<file path="src/rtl/bmn_pkg.sv">
package bmn_pkg;

  localparam int unsigned KEY_BITS = 32;
  localparam int unsigned RUN_KEYS = 4;

  // Lower lane of compare pair p when partners sit STRIDE lanes apart.
  // Pairs are numbered densely; this is the gather half of the shuffle.
  function automatic int pair_low_lane(input int p, input int stride);
    return (p / stride) * 2 * stride + (p % stride);
  endfunction

  // Partner lane of the same pair.
  function automatic int pair_high_lane(input int p, input int stride);
    return pair_low_lane(p, stride) + stride;
  endfunction

endpackage

</file>
<file path="src/rtl/bmn_form.sv">
// Builds the bitonic sequence: run A unchanged in the low lanes, run B
// mirrored in the high lanes.
module bmn_form #(
  parameter int unsigned RUN   = bmn_pkg::RUN_KEYS,
  parameter int unsigned KEY_W = bmn_pkg::KEY_BITS,
  localparam int unsigned LANES = 2 * RUN
) (
  input  logic [RUN*KEY_W-1:0]          run_a,
  input  logic [RUN*KEY_W-1:0]          run_b,
  output logic [LANES-1:0][KEY_W-1:0]   seq
);

  for (genvar i = 0; i < RUN; i++) begin : g_lane
    assign seq[i]       = run_a[i*KEY_W +: KEY_W];
    assign seq[RUN + i] = run_b[(RUN-1-i)*KEY_W +: KEY_W];
  end

endmodule

</file>
<file path="src/rtl/bmn_stage.sv">
// One half-cleaner level: gather compare pairs, min/max each pair,
// scatter back, register.
module bmn_stage #(
  parameter int unsigned LANES  = 8,
  parameter int unsigned KEY_W  = bmn_pkg::KEY_BITS,
  parameter int unsigned STRIDE = 4,
  localparam int unsigned PAIRS = LANES / 2
) (
  input  logic                          clk,
  input  logic                          rst_n,
  input  logic                          in_valid,
  input  logic [LANES-1:0][KEY_W-1:0]   in_keys,
  output logic                          out_valid,
  output logic [LANES-1:0][KEY_W-1:0]   out_keys
);
  import bmn_pkg::*;

  function automatic logic [KEY_W-1:0] key_min(input logic [KEY_W-1:0] x,
                                               input logic [KEY_W-1:0] y);
    return (y < x) ? y : x;
  endfunction

  function automatic logic [KEY_W-1:0] key_max(input logic [KEY_W-1:0] x,
                                               input logic [KEY_W-1:0] y);
    return (y < x) ? x : y;
  endfunction

  // Shuffled view: partners side by side.
  logic [PAIRS-1:0][KEY_W-1:0] pair_lo_in, pair_hi_in;
  logic [PAIRS-1:0][KEY_W-1:0] pair_lo_out, pair_hi_out;
  logic [LANES-1:0][KEY_W-1:0] exch_keys;
  logic                        load_en;

  assign load_en = in_valid;

  for (genvar p = 0; p < PAIRS; p++) begin : g_pair
    localparam int LO = pair_low_lane(p, STRIDE);
    localparam int HI = pair_high_lane(p, STRIDE);

    assign pair_lo_in[p]  = in_keys[LO];
    assign pair_hi_in[p]  = in_keys[HI];
    assign pair_lo_out[p] = key_min(pair_lo_in[p], pair_hi_in[p]);
    assign pair_hi_out[p] = key_max(pair_lo_in[p], pair_hi_in[p]);
    assign exch_keys[LO]  = pair_lo_out[p];
    assign exch_keys[HI]  = pair_hi_out[p];
  end

  always_ff @(posedge clk or negedge rst_n) begin
    if (!rst_n) begin
      out_valid <= 1'b0;
      out_keys  <= '0;
    end else begin
      out_valid <= in_valid;
      if (load_en) out_keys <= exch_keys;
    end
  end

  AST_STAGE_ADVANCE: assert property (@(posedge clk) disable iff (!rst_n)
    in_valid |=> out_valid);

  AST_STAGE_BUBBLE: assert property (@(posedge clk) disable iff (!rst_n)
    !in_valid |=> !out_valid);

  AST_STAGE_HOLD: assert property (@(posedge clk) disable iff (!rst_n)
    !in_valid |=> $stable(out_keys));

endmodule

</file>
<file path="src/rtl/bitonic_merge8.sv">
module bitonic_merge8 #(
  parameter int unsigned RUN   = bmn_pkg::RUN_KEYS,
  parameter int unsigned KEY_W = bmn_pkg::KEY_BITS,
  localparam int unsigned LANES  = 2 * RUN,
  localparam int unsigned LEVELS = $clog2(LANES)
) (
  input  logic                     clk,
  input  logic                     rst_n,
  input  logic                     in_valid,
  input  logic [RUN*KEY_W-1:0]     run_a,
  input  logic [RUN*KEY_W-1:0]     run_b,
  output logic                     out_valid,
  output logic [LANES*KEY_W-1:0]   merged
);

  logic [LANES-1:0][KEY_W-1:0] level_keys [0:LEVELS];
  logic                        level_vld  [0:LEVELS];

  bmn_form #(.RUN(RUN), .KEY_W(KEY_W)) u_form (
    .run_a (run_a),
    .run_b (run_b),
    .seq   (level_keys[0])
  );
  assign level_vld[0] = in_valid;

  // Pair distance halves at each level: LANES/2, ..., 1.
  for (genvar s = 0; s < LEVELS; s++) begin : g_level
    bmn_stage #(
      .LANES  (LANES),
      .KEY_W  (KEY_W),
      .STRIDE (LANES >> (s + 1))
    ) u_stage (
      .clk       (clk),
      .rst_n     (rst_n),
      .in_valid  (level_vld[s]),
      .in_keys   (level_keys[s]),
      .out_valid (level_vld[s+1]),
      .out_keys  (level_keys[s+1])
    );
  end

  assign out_valid = level_vld[LEVELS];
  assign merged    = level_keys[LEVELS];

  function automatic logic lanes_ascending(input logic [LANES*KEY_W-1:0] v);
    logic ok;
    ok = 1'b1;
    for (int i = 1; i < LANES; i++)
      if (v[i*KEY_W +: KEY_W] < v[(i-1)*KEY_W +: KEY_W]) ok = 1'b0;
    return ok;
  endfunction

  AST_OUT_ASCENDING: assert property (@(posedge clk) disable iff (!rst_n)
    out_valid |-> lanes_ascending(merged));

  AST_OUT_KNOWN: assert property (@(posedge clk) disable iff (!rst_n)
    out_valid |-> !$isunknown(merged));

endmodule

</file>
<file path="config.mk">
export PLATFORM = sky130hd
export DESIGN_NAME = bitonic_merge8
export DESIGN_NICKNAME = d
export VERILOG_FILES = /design/src/rtl/bmn_pkg.sv /design/src/rtl/bmn_form.sv /design/src/rtl/bmn_stage.sv /design/src/rtl/bitonic_merge8.sv
export SDC_FILE = /design/constraint.sdc
export NUM_CORES = 2
export LEC_CHECK = 0
export BUFFER_PORTS_ARGS = -buffer_cell sky130_fd_sc_hd__buf_4
export CORE_ASPECT_RATIO = 1.1
export CORE_MARGIN = 8
export CORE_UTILIZATION = 35
export CTS_BUF_LIST = sky130_fd_sc_hd__clkbuf_8 sky130_fd_sc_hd__clkbuf_16
export DETAILED_ROUTE_END_ITERATION = 8
export PLACE_DENSITY = 0.57
export SLEW_MARGIN = 15
export SYNTH_ARGS = -nofsm -noshare
export SYNTH_HDL_FRONTEND = slang
export SYNTH_SLANG_ARGS = --single-unit
</file>
<file path="constraint.sdc">
create_clock -name clk -period 7.1 [get_ports clk]
set_input_delay 1.42 -clock clk [delete_from_list [all_inputs] [get_ports clk]]
set_output_delay 1.42 -clock clk [all_outputs]
set_load 0.02 [all_outputs]
</file>
Yosys cells after proc, flatten, opt, wreduce, memory -nomap -nowiden
Index checks and enable logic that the tools add are counted.

Magnitude comparators: 12. Mux-type cells: 24.

Operators with widths (count): $mux 32 (24); $lt 32x32->1 (12).

Bits in registers: 771. Input bits: 259. Output and inout bits: 257.

Depth between registers and ports, before layout
Depth in word-level cells: 2. Gate-level depth with buffers: 11. Gate-level depth less buffers: 8.

Hierarchy
From an unflattened synthesis, not the netlist that was laid out.

Cell total of the unflattened synthesis: 6997. Area, all modules: 59365.7 um2.

By module, submodules not included: bmn_stage (g_level[0].u_stage) (cells an instance 2247, seq. area each 6431.2 um2, area an instance 19228.4 um2, instances 1); bmn_stage (g_level[2].u_stage) (cells an instance 2247, seq. area each 6431.2 um2, area an instance 19108.3 um2, instances 1); bmn_stage (g_level[1].u_stage) (cells an instance 2247, seq. area each 6431.2 um2, area an instance 19107.1 um2, instances 1); bmn_form (cells an instance 256, seq. area each 0.0 um2, area an instance 1921.8 um2, instances 1).

Least setup slack after synthesis
OpenSTA, ideal clock, no wires.

Kind: input-to-reg. Start point: input run_a[17]. End point: register g_level[0].u_stage.out_keys[133] (netlist name). Arrival: 3.216 ns. Path slack: 3.760 ns. Stages on the path: 9. Library setup time: 0.124 ns. Buffers on the path: 1. Cell sequence: inv_1 -> ha_1 -> a21o_1 -> a221o_1 -> a22o_1 -> nor2_2 -> clkbuf_1 -> o22a_1 -> nand3_1.

Word-level cells in the longest chain between the ends: 2.

Ends and longest elaborated chain: from (decl) (line bitonic_merge8.sv:10) `input logic [RUN*KEY_W-1:0] run_a,`; $lt 32x32->1 (line bmn_stage.sv:25) `return (y < x) ? x : y;`; $mux 32 (line bmn_stage.sv:25); to (signal assigned) (line bmn_stage.sv:54) `if (load_en) out_keys <= exch_keys;`; to (decl) (line bmn_stage.sv:14) `output logic [LANES-1:0][KEY_W-1:0] out_keys`.

No other way between the ends. A chain may end at the register's enable or synchronous reset.

Final worst setup path
Start point: input run_a[35]. End point: register g_level[0].u_stage.out_keys[187] (netlist name).

The elaborated chain is that of the path after synthesis.

==> summary.txt <==
CTS tree -> built
Largest net degree at the start of global routing -> 280
Cts hold-fix bufs -> 0
Sink Count -> 771
Sw Ratio -> 0.466
TritonCTS Buffers -> 95
#FFs+latches synth -> 771
Critical Path AT -> 4.86 ns
GRT Residual Overflow -> 0
Max-cap violation count -> 0
IO Port Bufs -> 515
Die Span X -> 398 um
DRC -> 0
First-pass GRT wire length -> 374,000 um
Final Skew -> 0.0447 ns
Htree depth -> 3
Ys Warns -> 0
Peak VDD IR -> 0.000313 V
Logic pwr share -> 0.422
Hpwl dp -> 186,000 um
WS Path Type -> in -> reg
Core region area -> 160,000 sq um
Tightest Hold Check Type -> reg -> reg
Setup TNS -> 0 ns
# rows -> 154
Cells after Synth -> 6,605
Final antenna-violating net count -> 0
Post-route total power -> 23,300 uW
Die H -> 436 um
Setup crit start kind -> primary input
Critical Path RT -> 7.70 ns
Flop pwr share -> 0.347
Synth top area cells -> dfrtp_1 (34%), ha_1 (8.3%), a31oi_1 (7.3%), o2111ai_1 (7.1%), nand3_1 (6.4%)
RSZ-0062 raised after global routing -> false
Crit Path Max Fanout -> 40
Starting Density -> 0.351
Crit end category -> flip-flop
Worst-Skew Late Latency -> 0.73 ns
RePlAce Congestion -> 0.946
Layout fillers -> 16,006
Area Growth Syn to Fin -> 14.1%
IO Count -> 516
Leakage -> 0.0273 uW
Status -> finished, final reports clean
Top cell type's share of synthesized area -> 0.344
Pins Over Slew Limit -> 0
Clock Power Share -> 0.231
Root Driver -> clkbuf_16
P per Cell Area -> 365 nW/um^2
Synth cell count leaders -> dfrtp_1 (771), nand3_1 (714), a31oi_1 (657)
Fmax -> 235 MHz
Via-to-Cell Ratio -> 6.49
Fin. Hold Viols -> 0
FFs w/ async S/R, synth -> 1.00
Die area -> 173,000 sq um
Top_reg_cell synth -> dfrtp_1
Most frequent cell after synthesis -> dfrtp_1
Initial antenna violation count -> 13
Internal power -> 12,500 uW
Final wirelength -> 259,000 um
Final net count -> 7,218
Synth area leader -> dfrtp_1
Setup Buffers After CTS -> 0
Max-slew headroom -> 0.0990
Distinct cells, synth -> 51
DRT iter0 DRCs -> 7,942
Clock transition at the registers of the reported paths -> 0.06 ns
First drt pass iteration count -> 6
Post-layout min period -> 4.26 ns
GRT Total Usage -> 0.284
Seq/Total Area, Yosys -> 0.344
Setup Viol. Count Final -> 0
P_sw -> 10,900 uW
PostCTS Resize Cnt -> 0
Net Count, Synth -> 7,236
Layout cell share with drive strength beyond 1 -> 0.128
Synthesized area -> 56,100 sq um
DR vias -> 56,944
Slew @ Worst Pin -> 1.35 ns
Syn_area_per_cell -> 8.49 sq um
EDFF count, synth -> 0
Final period util -> 0.600
Vias in the first global route -> 52,248
WL per Instance -> 29.5 um
Clock buffer depth -> 3
## layer usage
layer	vias to the layer above	global-route usage	wire, um
li1	25537	-	-
met1	27991	0.387	107000
met2	2959	0.403	109000
met3	447	0.0781	26400
met4	10	0.156	16500
met5	-	0	60
## final cells by class
type | instances | area, sq um | share of cell area
multi-input cells | 4717 | 32400 | 0.506
clock buffers | 123 | 2790 | 0.0435
well taps | 2106 | 2640 | 0.0412
clock inverters | 53 | 628 | 0.00981
diodes | 3 | 7.51 | 0.000117
flip-flops and latches | 771 | 19300 | 0.302
repair buffers | 617 | 4850 | 0.0757
inverters | 385 | 1450 | 0.0226
## critical path, stage by stage
cell,delay [ns]
buf_4,0.08
inv_1,0.03
ha_1,0.49
a211o_1,0.40
a31oi_1,0.88
o311a_1,0.31
o31a_2,0.49
buf_4,0.47
or3_1,0.17
nand3_1,0.08
## state kept, by name, indices dropped and copies added, names as in the netlist
name                       flops
g_level.u_stage.out_keys     768
g_level.u_stage.out_valid      3
## power groups by stage
stage	logic (uW)	clock network [uW]	registers, uW
final	9850	5380	8100
after global routing	10700	5600	8160
after CTS	9780	5440	8030
after detailed placement	9730	0	8090
after global placement	9590	0	8070
after floorplan	5890	0	7470
## cell families after synthesis
family / count (synthesis) / share of synthesized area
compound gates: 1977 / 0.261
fa+ha+maj: 372 / 0.0830
buf+inv: 1117 / 0.0811
flops: 771 / 0.344
simple gates: 2368 / 0.231
## through the flow
stage	util	hold WS [ns]	cell area, sq um	instances	setup slack (ns)
4_1_cts	0.401	0.570	64000	8772	3.16
3_5_place_dp	0.379	0.562	60600	8596	2.43
6_report	0.401	0.568	64000	8775	2.84
2_1_floorplan	-	0.352	56100	6605	3.76
3_3_place_gp	0.379	0.557	60600	8596	2.45
5_1_grt	0.401	0.608	64000	8774	2.85
## path summary, 6_finish.rpt
path,depth (start not counted),slack [ns],start,endpoint
min in group asynchronous,1,0.71,rst_n,g_level[2].u_stage.out_keys[242]
min reg2reg,2,0.57,g_level[0].u_stage.out_keys[36],g_level[1].u_stage.out_keys[100]
max reg2reg,9,3.37,g_level[0].u_stage.out_keys[146],g_level[1].u_stage.out_keys[151]
max in group asynchronous,2,4.87,rst_n,g_level[0].u_stage.out_keys[218]
min,2,0.57,g_level[0].u_stage.out_keys[36],g_level[1].u_stage.out_keys[100]
max,10,2.84,run_a[35],g_level[0].u_stage.out_keys[187]
## cells in the final DEF (no fill, tap or decap), types with 21 or more instances in the layout
| cell type | n |
|---|---|
| a31oi_1 | 657 |
| nand2_1 | 265 |
| clkbuf_8 | 26 |
| a21boi_0 | 33 |
| inv_1 | 399 |
| a211o_1 | 191 |
| o2111ai_1 | 455 |
| o21ai_0 | 107 |
| buf_4 | 599 |
| nand4_1 | 520 |
| a21oi_1 | 177 |
| ha_1 | 372 |
| o22a_1 | 186 |
| clkbuf_16 | 97 |
| o211ai_1 | 64 |
| or3_1 | 186 |
| dfrtp_1 | 769 |
| a21o_1 | 21 |
| nor2_1 | 153 |
| nand3_1 | 714 |
| nor2b_1 | 454 |
(Power assumes the default switching activity.)
